### src/rtl/clkpm_pkg.sv
package clkpm_pkg;

   typedef enum logic [1:0] {
      ST_RUN = 2'b00,
      ST_DIS = 2'b01,
      ST_PD  = 2'b10,
      ST_HIZ = 2'b11
   } out_st_e;

   // park levels: bit 1 = true leg, bit 0 = complement leg
   localparam logic [1:0] PARK_DIS = 2'b01;
   localparam logic [1:0] PARK_RUN = 2'b00;
   localparam logic [1:0] PARK_RST = 2'b00;

endpackage

### src/rtl/clkpm_sync.sv
module clkpm_sync #(
   parameter int W      = 1,
   parameter int STAGES = 2
) (
   input  logic         clk,
   input  logic         rst_n,
   input  logic [W-1:0] d,
   output logic [W-1:0] q
);

   generate
      if (STAGES < 2) begin : g_bad_stages
         $error("clkpm_sync: STAGES must be at least 2");
      end
      if (W < 1) begin : g_bad_width
         $error("clkpm_sync: W must be at least 1");
      end
   endgenerate

   logic [W-1:0] stg [STAGES];

   always_ff @(posedge clk or negedge rst_n) begin
      if (!rst_n) begin
         for (int s = 0; s < STAGES; s++) stg[s] <= '0;
      end else begin
         stg[0] <= d;
         for (int s = 1; s < STAGES; s++) stg[s] <= stg[s-1];
      end
   end

   assign q = stg[STAGES-1];

endmodule

### src/rtl/clkpm_first_pg.sv
module clkpm_first_pg #(
   parameter int                ADDR_W    = 7,
   parameter logic [ADDR_W-1:0] ADDR_SEL0 = 7'b1101000,
   parameter logic [ADDR_W-1:0] ADDR_SEL1 = 7'b1101010
) (
   input  logic              clk,
   input  logic              rst_n,
   input  logic              pg_s,
   input  logic              sel_s,
   output logic              seen_next,
   output logic              seen_q,
   output logic [ADDR_W-1:0] addr_q
);

   logic capture;

   assign seen_next = seen_q | pg_s;
   assign capture   = pg_s & ~seen_q;

   always_ff @(posedge clk or negedge rst_n) begin
      if (!rst_n) begin
         seen_q <= 1'b0;
         addr_q <= '0;
      end else begin
         seen_q <= seen_next;
         if (capture) addr_q <= sel_s ? ADDR_SEL1 : ADDR_SEL0;
      end
   end

endmodule

### src/rtl/clkpm_pair.sv
module clkpm_pair
   import clkpm_pkg::*;
(
   input  logic       clk,
   input  logic       rst_n,
   input  logic       upd,
   input  logic       pg,
   input  logic       lock,
   input  logic       en_reg,
   input  logic       en_n,
   input  logic [1:0] pd_lvl,
   output out_st_e    st,
   output logic [1:0] park
);

   out_st_e    st_d;
   logic [1:0] park_d;
   logic       run_ok;

   assign run_ok = lock & en_reg & ~en_n;

   always_comb begin
      if (!pg) begin
         st_d   = ST_PD;
         park_d = pd_lvl;
      end else if (run_ok) begin
         st_d   = ST_RUN;
         park_d = PARK_RUN;
      end else begin
         st_d   = ST_DIS;
         park_d = PARK_DIS;
      end
   end

   always_ff @(posedge clk or negedge rst_n) begin
      if (!rst_n) begin
         st   <= ST_PD;
         park <= PARK_RST;
      end else if (upd) begin
         st   <= st_d;
         park <= park_d;
      end
   end

endmodule

### src/rtl/clkpm_ref.sv
module clkpm_ref
   import clkpm_pkg::*;
(
   input  logic    clk,
   input  logic    rst_n,
   input  logic    upd,
   input  logic    seen_next,
   input  logic    pg,
   input  logic    keep,
   output out_st_e st
);

   out_st_e st_d;

   always_comb begin
      if (!seen_next)   st_d = ST_HIZ;
      else if (pg)      st_d = ST_RUN;
      else if (keep)    st_d = ST_RUN;
      else              st_d = ST_DIS;
   end

   always_ff @(posedge clk or negedge rst_n) begin
      if (!rst_n)   st <= ST_HIZ;
      else if (upd) st <= st_d;
   end

endmodule

### src/rtl/clkout_pm_ctrl.sv
module clkout_pm_ctrl
   import clkpm_pkg::*;
#(
   parameter int                NUM_PAIRS   = 4,
   parameter int                SYNC_STAGES = 2,
   parameter int                ADDR_W      = 7,
   parameter logic [ADDR_W-1:0] ADDR_SEL0   = 7'b1101000,
   parameter logic [ADDR_W-1:0] ADDR_SEL1   = 7'b1101010,
   parameter bit                GATE_ON_LOW = 1'b1
) (
   input  logic                   clk,
   input  logic                   rst_n,
   input  logic                   pwrgd,
   input  logic                   pll_lock,
   input  logic                   adr_sel,
   input  logic [NUM_PAIRS-1:0]   oe_n_pin,
   input  logic [NUM_PAIRS-1:0]   oe_reg,
   input  logic [1:0]             pd_level,
   input  logic                   ref_keep,
   input  logic                   out_low,
   output logic [2*NUM_PAIRS-1:0] pair_state,
   output logic [2*NUM_PAIRS-1:0] pair_park,
   output logic [1:0]             ref_state,
   output logic                   addr_valid,
   output logic [ADDR_W-1:0]      smb_addr
);

   localparam int SYNC_W  = NUM_PAIRS + 3;
   localparam int IDX_PG  = NUM_PAIRS;
   localparam int IDX_LK  = NUM_PAIRS + 1;
   localparam int IDX_SEL = NUM_PAIRS + 2;

   generate
      if (NUM_PAIRS < 1 || NUM_PAIRS > 32) begin : g_bad_pairs
         $error("clkout_pm_ctrl: NUM_PAIRS out of range 1..32");
      end
      if (SYNC_STAGES < 2) begin : g_bad_sync
         $error("clkout_pm_ctrl: SYNC_STAGES must be at least 2");
      end
      if (ADDR_SEL0 == ADDR_SEL1) begin : g_bad_addr
         $error("clkout_pm_ctrl: the two addresses must differ");
      end
   endgenerate

   logic [SYNC_W-1:0] raw_in;
   logic [SYNC_W-1:0] syn;
   logic              pg_s, lock_s, sel_s;
   logic              seen_next, seen_q;
   logic              upd;
   out_st_e           ref_st;

   assign raw_in = {adr_sel, pll_lock, pwrgd, oe_n_pin};

   clkpm_sync #(.W(SYNC_W), .STAGES(SYNC_STAGES)) u_sync (
      .clk   (clk),
      .rst_n (rst_n),
      .d     (raw_in),
      .q     (syn)
   );

   assign pg_s   = syn[IDX_PG];
   assign lock_s = syn[IDX_LK];
   assign sel_s  = syn[IDX_SEL];

   generate
      if (GATE_ON_LOW) begin : g_gate_low
         assign upd = out_low;
      end else begin : g_gate_none
         assign upd = 1'b1;
      end
   endgenerate

   clkpm_first_pg #(
      .ADDR_W    (ADDR_W),
      .ADDR_SEL0 (ADDR_SEL0),
      .ADDR_SEL1 (ADDR_SEL1)
   ) u_first (
      .clk       (clk),
      .rst_n     (rst_n),
      .pg_s      (pg_s),
      .sel_s     (sel_s),
      .seen_next (seen_next),
      .seen_q    (seen_q),
      .addr_q    (smb_addr)
   );

   assign addr_valid = seen_q;

   generate
      for (genvar i = 0; i < NUM_PAIRS; i++) begin : g_pair
         out_st_e    st_i;
         logic [1:0] park_i;

         clkpm_pair u_pair (
            .clk    (clk),
            .rst_n  (rst_n),
            .upd    (upd),
            .pg     (pg_s),
            .lock   (lock_s),
            .en_reg (oe_reg[i]),
            .en_n   (syn[i]),
            .pd_lvl (pd_level),
            .st     (st_i),
            .park   (park_i)
         );

         assign pair_state[2*i +: 2] = st_i;
         assign pair_park[2*i +: 2]  = park_i;
      end
   endgenerate

   clkpm_ref u_ref (
      .clk       (clk),
      .rst_n     (rst_n),
      .upd       (upd),
      .seen_next (seen_next),
      .pg        (pg_s),
      .keep      (ref_keep),
      .st        (ref_st)
   );

   assign ref_state = ref_st;

endmodule

### config.mk
export PLATFORM = sky130hd
export DESIGN_NAME = clkout_pm_ctrl
export DESIGN_NICKNAME = d
export VERILOG_FILES = /design/src/rtl/clkpm_pkg.sv /design/src/rtl/clkpm_sync.sv /design/src/rtl/clkpm_first_pg.sv /design/src/rtl/clkpm_pair.sv /design/src/rtl/clkpm_ref.sv /design/src/rtl/clkout_pm_ctrl.sv
export SDC_FILE = /design/constraint.sdc
export NUM_CORES = 1
export LEC_CHECK = 0
export BUFFER_PORTS_ARGS = -buffer_cell sky130_fd_sc_hd__buf_2
export CAP_MARGIN = 20
export CORE_MARGIN = 2
export CORE_UTILIZATION = 25
export CTS_CLUSTER_SIZE = 12
export DETAILED_ROUTE_END_ITERATION = 8
export PLACE_DENSITY = 0.55
export SETUP_SLACK_MARGIN = 0.2
export SYNTH_ARGS = -nofsm -noshare
export SYNTH_HDL_FRONTEND = slang
export SYNTH_HIERARCHICAL = 1
export SYNTH_SLANG_ARGS = --single-unit
### constraint.sdc
create_clock -name clk -period 1.4 [get_ports clk]
set_input_delay 0.07 -clock clk [delete_from_list [all_inputs] [get_ports clk]]
set_output_delay 0.07 -clock clk [all_outputs]
set_load 0.02 [all_outputs]
Word level (Yosys, flattened, before mapping)
Cells that the tools add are included.

word-level totals
  register bits = 40
  output and inout bits = 26
  word-level logic and storage cells = 44

operators by class
  mux-type cells = 16
  bitwise gates (word level) = 15

operators with widths
  cell               number
  2-to-1 mux 2 bit   11
  bitwise AND 1 bit  9
  2-to-1 mux 1 bit   5
  inverter 1 bit     5
  bitwise OR 1 bit   1

Longest topological paths before layout
Gate-level depths: netlist (run 1).

  word-level depth = 4
  gate-level depth with buffers = 4
  gate-level depth less buffers = 3

Cells and area by module
The synthesis (run 1) kept the hierarchy.

modules (own cells, without submodules)
  module          area each (µm²)  cells an instance  instances
  clkpm_pair      178.9            17                 4
  clkpm_sync      402.9            21                 1
  clkpm_first_pg  157.7            13                 1
  clkpm_ref       86.3             6                  1

Worst setup path after synthesis (run 1)
Ideal clock, no wire load.

  path type = register to register
  start = register u_sync.stg (netlist bit u_sync/q[4])
  end = register u_ref.st[0]
  arrival time = 1.031 ns
  path buffers = 1
  period minus slack after synthesis = 1.091 ns
  cell stages (with the launch flop) = 5
  setup slack = 0.309 ns
  setup time = 0.060 ns
  cell sequence = dfrtp_1 buf_4 or2_2 o211ai_2 o21a_1

on the way
  cells in the longest elaborated chain, start to end = 2
  elaborated cells between the ends (all ways) = 3

RTL lines
  element               line                  source
  from (decl)           clkpm_sync.sv:20      logic [W-1:0] stg [STAGES];
  bitwise OR 1 bit      clkpm_first_pg.sv:17  assign seen_next = seen_q | pg_s;
  via seen_next         clkout_pm_ctrl.sv:48  logic seen_next, seen_q;
  2-to-1 mux 2 bit      clkpm_ref.sv:16       if (!seen_next) st_d = ST_HIZ;
  to (signal assigned)  clkpm_ref.sv:24       else if (upd) st <= st_d;
  to (decl)             clkpm_ref.sv:10       output out_st_e st

The timed path passes the listed nets, and every way through them passes these cells.
A chain may end at the register's enable or synchronous reset.

Worst setup path after layout (run 1)
Same ends and word-level chain as after synthesis.

==> impl_metrics.toml, run 1 <==
[outcome]
status = "completed"

[placement]
pre_cts_ws_ns = 0.255
dpl.hpwl_um = 1710
placed_cells = 209
place_area_um2 = 1590
port_buffers = 39
gp_congestion = 0.714

[drt]
antenna_left = 0
routed_wl_um = 2460
drc = 0
dr_total_vias = 870
viasPerCell = 3.87
wire_per_inst_um = 10.9
dr.pass1.iters = 4
drt-initial-drc-count = 15

[critical_path]
cp.required_ns = 1.63
cp.arrival_ns = 1.31
criticalPathCategory = "register to register"
worstReg2RegStart = "u_sync/q[4]"
cp_max_fo = 8
end_kind = "register"
start_kind = "register"
startpoint = "u_sync/q[4]"

[timing]
setup_viol = 0
fin_ws_ns = 0.320
fmax_mhz = 926
worst_slew_pin_slew_ns = 0.560
layout_min_cycle_time_ns = 1.08
slew_violations = 0
fin_crit_sh_pct = 77.2
skew_ns = 0.00353
rsz0062_at_grt = "false"
hold_violations = 0
relSlewSlack_pct = 62.7
tns_ns = 0

[floorplan]
core_area_um2 = 5170
die_h_um = 77.8
dieArea_um2 = 6060
dieWidth_um = 77.8
start_util_pct = 26.3
rows = 26
ios = 43

[clock_network]
h-tree-depth = 2
cts_buffers = 5
clkSlewWorstSetupHoldPaths_ns = 0.07
clockBufferDepth = 2
cts_tree = "built"
cts_sinks = 35
post-cts-setup-buffers = 0
cts_root_buffer = "clkbuf_8"
clkLatencyLatePin_ns = 0.28

[logic_synthesis]
synthesis.area_um2 = 1360
yosysSeqAreaShare_pct = 64.8
syn_avg_cell_area_um2 = 12.6
synth.area.top_cells = "dfrtp_1 53%, dfstp_2 12%, buf_4 6.6%"
ys_types = 18
synth_seq_cells = 35
synthCells = 108
synth_top_cell_area_share_pct = 53.3
synth_area_leader_cell = "dfrtp_1"
synth-warning-count = 6

[pwr]
peakVddDrop_mv = 0.552
clockPowerShare_pct = 33.0
power_w = 0.00214
power_frac_comb_pct = 14.1
swShare_pct = 26.9
net-switching-power_w = 0.000576
power_leakage_nw = 0.870
power_density_nw_per_um2 = 1220
seq_power_share_pct = 52.9
internal_power_w = 0.00156

[global_routing]
grt_use_total_pct = 9.12
grt_max_degree = 36
grt_first_pass_wirelength_um = 4130
overflow = 0
antenna_found_initial = 0
grt_pass1_vias = 829

[final_layout]
area_growth_pct = 28.9
layout-drive-gt1-share_pct = 38.7
stdcell_area_um2 = 1760
antenna_cells = 0
final_cells = 225
fin_nets = 171

[min_path]
min-delay-start = "pd_level[1]"
hold_class = "primary input to register"

[job]
max_cap_viol_count = 0
cell type report:
type / count / area (um^2)
Inverter: 17 / 63.8
Clock buffer: 6 / 72.6
Sequential cell: 35 / 885
Fill cell: 537 / 3420
Clock inverter: 2 / 12.5
Timing Repair Buffer: 49 / 303
Tap cell: 70 / 87.6
Multi-Input combinational cell: 46 / 333
placed cells by master (no fill, tap or decap), types with 3 or more instances in the layout:
master,netlist,final
and3b_1,4,4
and4b_1,4,4
buf_2,0,39
clkbuf_8,0,5
conb_1,1,3
dfrtp_1,29,28
dfstp_2,6,6
dlygate4sd3_1,0,8
inv_1,17,17
mux2i_1,5,5
nand2_1,4,4
nand3b_1,4,4
o21ai_0,4,4
o21ai_1,4,4
o22ai_1,8,8
critical path: stages (launching register included):
cell      delay (ns)
dfrtp_2         0.45
or2_2           0.34
o211ai_2        0.09
o21a_1          0.14
sequential cells by signal, indices dropped and copies added, names as in the netlist:
signal and count:
g_pair.u_pair/park 8, g_pair.u_pair/st 8, u_sync/q 7, u_sync/stg 7
u_first/addr_q 2, u_ref/st 2, u_first/seen_q 1
cell usage after synthesis (all sizes together):
cell / n
o21a: 1
o22ai: 8
o211ai: 1
or2: 2
mux2i: 5
inv: 17
buf: 12
and3b: 4
mux2: 1
nor2b: 1
o21ai: 8
conb: 1
nand2: 4
dfrtp: 29
and4b: 4
nand3b: 4
dfstp: 6
cell families (layout without fill, tap and decap cells):
kind of cell	after synthesis	count (layout)	synth area share [%]
AO/OA/AOI/OAI	18	18	8.08
buffers and inverters	29	74	11.3
flip-flops	35	35	64.8
AND/OR/NAND/NOR	19	19	10.7
multiplexers	6	6	4.77
other	1	3	0.275
worst paths after layout:
check,to,slack [ns],depth (start not counted)
worst min register to register,u_sync/q[5],0.35,0
min in group asynchronous,u_sync/q[1],0.27,3
worst max-delay path,u_ref/st[0],0.32,3
worst max register to register,u_ref/st[0],0.32,3
worst min-delay path,g_pair[3].u_pair/park[1],0.07,3
max in group asynchronous,g_pair[2].u_pair/st[1],0.88,3
layer usage:
metal  vias up  track usage [%]  wire [um]
met5         -                0          0
met4         0             4.82         51
met3         7             3.26        152
met2        37             12.6       1060
met1       391             12.4       1200
li1        435                -          -
timing repair:
item	in CTS	in global routing
endpoints found under the setup margin	0	4
endpoints found under the hold margin	42	0
resized for setup	0	1
hold buffers	8	0
power by group through the flow:
| stage | Clock (W) | Sequential (W) | Combinational, W |
|---|---|---|---|
| after floorplan | 0 | 0.00121 | 0.000115 |
| after global placement | 0 | 0.00115 | 0.000289 |
| after detailed placement | 0 | 0.00115 | 0.000290 |
| after CTS | 0.000735 | 0.00113 | 0.000307 |
| after global routing | 0.000793 | 0.00114 | 0.000332 |
| final | 0.000705 | 0.00113 | 0.000302 |
per-stage QoR:
stage,utilization [%],hold slack (ns)
3_3_place_gp,30.7,0.0430
6_report,34.0,0.0664
2_1_floorplan,-,-0.226
4_1_cts,33.9,0.0541
3_5_place_dp,30.7,0.0416
5_1_grt,34.0,0.0874
No activity file was read; power rests on OpenSTA's default activity.
==> run 2: changes to the inputs <==
--- a/config.mk
+++ b/config.mk
@@ -5,6 +5,7 @@
 export SDC_FILE = /design/constraint.sdc
 export NUM_CORES = 1
 export LEC_CHECK = 0
+export ABC_AREA = 1
 export BUFFER_PORTS_ARGS = -buffer_cell sky130_fd_sc_hd__buf_2
 export CAP_MARGIN = 20
 export CORE_MARGIN = 2
==> constraint.sdc (replaced) <==
create_clock -name clk -period 1 [get_ports clk]
set_input_delay 0.05 -clock clk [delete_from_list [all_inputs] [get_ports clk]]
set_output_delay 0.05 -clock clk [all_outputs]
set_load 0.02 [all_outputs]
==> impl_metrics.toml, run 2 <==
[pwr]
power_density_nw_per_um2 = 1580
power_leakage_nw = 1.07
peakVddDrop_mv = 0.840
power_w = 0.00336

[logic_synthesis]
synth_top_cell_area_share_pct = 54.3
synth.area.top_cells = "dfrtp_1 54%, dfstp_2 12%, nand2_1 12%"
synthSimpleGateAreaFrac_pct = 18.7
synth-warning-count = 6
synth.area.mux_share_pct = 0
synth-compound-area-share_pct = 3.18
yosysMostFrequentCell = "nand2_1"
synth_area_leader_cell = "dfrtp_1"
syn_avg_cell_area_um2 = 9.98
synthCells = 134
synth_commonest_cells = "41 x nand2_1, 29 x dfrtp_1, 12 x buf_4, 12 x nor2_1, 10 x inv_1"
synth_fa_ha_area_share_pct = 0
synthesis.area_um2 = 1340
synth_seq_cells = 35
yosysSeqAreaShare_pct = 66.0
synth_flop_cell = "dfrtp_1"
synthArstFlopShare_pct = 100
synthXorXnorAreaFrac_pct = 0
synth_top_family_by_area = "simple AND/OR/NAND/NOR gates"
synth_edf_count = 0
ys_types = 13

[timing]
fmax_mhz = 1020
fin_crit_sh_pct = 98.2
rsz0062_at_grt = "true"
setup_viol = 0
layout_min_cycle_time_ns = 0.982
slew_violations = 0
skew_ns = 0.00218
hold_violations = 0

[critical_path]
cp.required_ns = 0.95
cp.arrival_ns = 0.93
criticalPathCategory = "register to primary output"
end_kind = "primary output"
worstReg2RegStart = "u_sync/q[4]"
ff2ff_path_depth = 5
start_kind = "register"
crit_path_top_delay_cell = "dfstp_2"
r2r_setup_slack_ns = 0.04
cp_max_fo = 2
path_cells = "buf_6"
cpLargestDelayFamily = "flip-flops"
slowest_delay_ns = 0.54
r2r_end = "g_pair[0].u_pair/park[0]"
cp_num_buf_inv = 1

[clock_network]
cts_tree = "built"
h-tree-depth = 2
cts_buffers = 5
cts_sinks = 35
clkSlewWorstSetupHoldPaths_ns = 0.07
clkLatencyLatePin_ns = 0.28
cts_root_buffer = "clkbuf_8"
clockBufferDepth = 2

[final_layout]
layout-drive-gt1-share_pct = 53.3
final_util_pct = 41.4
area_growth_pct = 58.9
mostFrequentLayoutCell = "nand2_1"
fin_nets = 213
final_cells = 267
final_cell_mix = "35 x nand2_1, 26 x dfrtp_1, 25 x buf_6"
reg_top3 = "g_pair.u_pair/park x8, g_pair.u_pair/st x8"
antenna_cells = 0

[drt]
drt-initial-drc-count = 59
viasPerCell = 3.74
antenna_left = 0
dr.pass1.iters = 3
wire_per_inst_um = 10.0
dr_total_vias = 999
routed_wl_um = 2680
drc = 0

[global_routing]
antenna_found_initial = 0
overflow = 0
grt_use_total_pct = 9.70
grt_max_degree = 36
grt_first_pass_wirelength_um = 4480
grt_pass1_vias = 1025

[floorplan]
ios = 43
rows = 26
die_h_um = 77.1
core_area_um2 = 5140
dieArea_um2 = 5950
dieWidth_um = 77.1
start_util_pct = 26.0

[placement]
dpl.hpwl_um = 1760
placed_cells = 236
gp_congestion = 0.717
port_buffers = 39

[min_path]
worstHoldEndpoint = "g_pair[2].u_pair/st[0]"
min-delay-start = "oe_reg[2]"
holdPathStages = 4
hold_class = "primary input to register"

[outcome]
status = "completed"

[job]
max_cap_viol_count = 0
[run 2: worst register-to-register path, delay by kind of cell, from the launching register on]
family	cells	cell delay, ns
DFF	1	0.46
and+or+nand+nor	2	0.14
AOI/OAI and AO/OA	1	0.06
buffers and inverters	2	0.21
[run 2: cells by family after synthesis]
family          after synthesis
other cells                   1
simple gates                 63
buf+inv                      30
compound gates                5
flops                        35
[run 2: how the worst max path moves through the flow]
stage                      startpoint             to  slack, ns  cells after the start
2_1_floorplan             u_sync/q[4]    u_ref/st[0]       0.05                      5
5_1_grt                   u_sync/q[4]    u_ref/st[0]      -0.03                      4
6_report       g_pair[1].u_pair/st[1]  pair_state[3]       0.02                      1
4_1_cts        g_pair[0].u_pair/st[1]  pair_state[1]      0.002                      1
3_3_place_gp              u_sync/q[4]    u_ref/st[0]      0.006                      4
3_5_place_dp              u_sync/q[4]    u_ref/st[0]      -0.02                      4
[run 2: per-stage QoR]
stage          setup TNS, ns  cell area (um^2)  worst slack [ns]  hold WS, ns
2_1_floorplan              0              1360            0.0521       -0.246
3_3_place_gp               0              1590           0.00565       0.0219
3_5_place_dp         -0.0252              1590           -0.0178       0.0239
4_1_cts                    0              2060           0.00176       0.0465
5_1_grt               -0.191              2130           -0.0262       0.0594
6_report                   0              2130            0.0183       0.0605
[run 2: final cells by class]
cell class	count	area (um^2)
Multi-Input combinational cell	71	377
Tap cell	70	87.6
Timing Repair Buffer	65	589
Clock buffer	8	100
Sequential cell	35	887
Inverter	18	85.1
Fill cell	536	3010
[run 2: what timing repair did]
action                                 CTS  global route
setup endpoints to repair               44            44
endpoints found under the hold margin   43             0
pin swaps                                7             5
setup buffers                            9             5
hold buffers                             9             0
resized for setup                       69            10
[run 2: per-layer routing]
| metal | track usage [%] | part of all wire, % | wire (um) | vias up |
|---|---|---|---|---|
| li1 | - | - | - | 513 |
| met1 | 11.4 | 45 | 1220 | 452 |
| met2 | 15.1 | 47 | 1260 | 30 |
| met3 | 4.12 | 6.8 | 181 | 4 |
| met4 | 4.82 | 0.86 | 23 | 0 |
| met5 | 0 | 0 | 0 | - |
[run 2: report_power, final]
group	switching (W)	total, W	internal, W
combinational	0.000318	0.000645	0.000327
clock	0.000481	0.00111	0.000628
sequential	0.0000698	0.00161	0.00154
==> run 3: changes to the inputs <==
--- a/config.mk
+++ b/config.mk
@@ -10,6 +10,7 @@
 export CAP_MARGIN = 20
 export CORE_MARGIN = 2
 export CORE_UTILIZATION = 25
+export CTS_CLUSTER_DIAMETER = 40
 export CTS_CLUSTER_SIZE = 12
 export DETAILED_ROUTE_END_ITERATION = 8
 export PLACE_DENSITY = 0.55
@@ -18,3 +19,4 @@
 export SYNTH_HDL_FRONTEND = slang
 export SYNTH_HIERARCHICAL = 1
 export SYNTH_SLANG_ARGS = --single-unit
+export TNS_END_PERCENT = 10
==> constraint.sdc (replaced) <==
create_clock -name clk -period 1.1 [get_ports clk]
set_input_delay 0.055 -clock clk [delete_from_list [all_inputs] [get_ports clk]]
set_output_delay 0.055 -clock clk [all_outputs]
set_load 0.02 [all_outputs]
==> impl_metrics.toml, run 3 (synthesis gave the netlist of run 2 again) <==
[final_layout]
stdcell_area_um2 = 1780
mostFrequentLayoutCell = "nand2_1"
antenna_cells = 0
final_cell_mix = "40 x nand2_1, 33 x buf_2, 27 x dfrtp_1"
area_growth_pct = 33.3
fin_nets = 200
final_util_pct = 34.7
reg_top3 = "g_pair.u_pair/park x8, g_pair.u_pair/st x8"
layout-drive-gt1-share_pct = 37.0
fillers = 571

[critical_path]
worst-path-stages = 1
cpLargestDelayFamily = "flip-flops"
start_kind = "register"
worstReg2RegStart = "u_sync/q[4]"
r2r_end = "u_ref/st[0]"
endpoint = "pair_state[3]"
crit_path_top_delay_cell = "dfstp_2"
slowest_delay_ns = 0.55
path_cells = "buf_6"
cp.required_ns = 1.04
cp_num_buf_inv = 1
ff2ff_path_depth = 4
r2r_setup_slack_ns = 0.14
end_kind = "primary output"
cp.arrival_ns = 0.95
criticalPathCategory = "register to primary output"
startpoint = "g_pair[1].u_pair/st[1]"
cp_max_fo = 2

[clock_network]
clockBufferDepth = 2
cts_buffers = 5
clkSlewWorstSetupHoldPaths_ns = 0.07
h-tree-depth = 2
clkLatencyLatePin_ns = 0.28
cts_root_buffer = "clkbuf_8"
cts_sinks = 35
cts_tree = "built"

[min_path]
hold_class = "primary input to register"
holdPathStages = 4

[global_routing]
use_met2_pct = 14.8
grt_use_total_pct = 9.92
grt_use_met3_pct = 5.06
overflow = 0
grt_max_degree = 24
met1_usage_pct = 12.0
grt_pass1_vias = 956
grt_first_pass_wirelength_um = 4510
antenna_found_initial = 0
top_usage_layer = "met2"

[drt]
drt-initial-drc-count = 43
drc = 0
dr_total_vias = 969
wire_per_inst_um = 10.5
dr.pass1.iters = 2
routed_wl_um = 2660
viasPerCell = 3.81
antenna_left = 0

[floorplan]
start_util_pct = 26.0
dieWidth_um = 77.1
die_h_um = 77.1
ios = 43
rows = 26
core_area_um2 = 5140
dieArea_um2 = 5950

[placement]
port_buffers = 39
pre_cts_ws_ns = 0.0476
place_area_um2 = 1570
dpl.hpwl_um = 1890
gp_congestion = 0.709

[timing]
setup_viol = 0
slew_violations = 0
skew_ns = 0.00643
fmax_mhz = 998
fin_crit_sh_pct = 91.1
fin_ws_ns = 0.0976
hold_violations = 0
hold_slack_ns = 0.0161
tns_ns = 0
layout_min_cycle_time_ns = 1.00
rsz0062_at_grt = "true"

[job]
max_cap_viol_count = 0

[outcome]
status = "completed"

[pwr]
power_density_nw_per_um2 = 1530
peakVddDrop_mv = 0.613
power_leakage_nw = 0.944
==> run 3: cell types whose count changed in the layout (fill, tap and decap cells not counted), moves of 5 or more <==
cell     change
nand3_2      -8
nand2_2      -5
inv_1        +5
inv_4        -6
nand2_1      +5
buf_4        -7
nand3_1      +8
buf_6       -21
buf_2       +17
==> run 3: through the flow <==
step / instances / total power (W)
2_1_floorplan: 136 / 0.00170
3_3_place_gp: 236 / 0.00185
3_5_place_dp: 236 / 0.00186
4_1_cts: 252 / 0.00279
5_1_grt: 254 / 0.00290
6_report: 254 / 0.00273
==> run 3: how the worst min path moves through the flow <==
stage          startpoint                  endpoint  slack, ns
2_1_floorplan       rst_n  g_pair[0].u_pair/park[0]      -0.24
3_5_place_dp        rst_n             u_sync/stg[9]      -0.02
3_3_place_gp        rst_n             u_sync/stg[9]      -0.03
5_1_grt          ref_keep               u_ref/st[0]       0.02
4_1_cts          ref_keep               u_ref/st[0]      0.004
6_report         ref_keep               u_ref/st[0]       0.02
==> run 3: routing by layer <==
metal	share of wire (%)	wire length, um
met5	0	0
met3	8.3	220
met4	1.7	46
met1	44	1160
met2	46	1230
==> run 3: tightest hold or removal path: cells and delay by family <==
family / cells / cell delay (ns)
buffers and inverters: 1 / 0.08
and+or+nand+nor: 3 / 0.16
==> run 3: repair_timing <==
action                                  4_1_cts  5_1_grt
endpoints found under the hold margin        38        0
gates resized for setup                      10        6
endpoints found under the setup margin       24       33
buffers inserted                              0        2
pin swaps                                     0        1
hold buffers                                  8        0
==> run 3: cell type report <==
cell class / count / area, um^2 / share of cell area [%]
tap: 70 / 87.6 / 4.91
inverter: 18 / 67.6 / 3.79
clock buffer: 8 / 80.1 / 4.49
multi-input combinational: 71 / 307 / 17.2
timing repair buffer: 52 / 355 / 19.9
sequential: 35 / 886 / 49.7
==> run 3: power by group <==
group	internal (W)	switching, W
logic	0.000167	0.000254
clock network	0.000449	0.000413
registers	0.00140	0.0000523
total	0.00201	0.000719
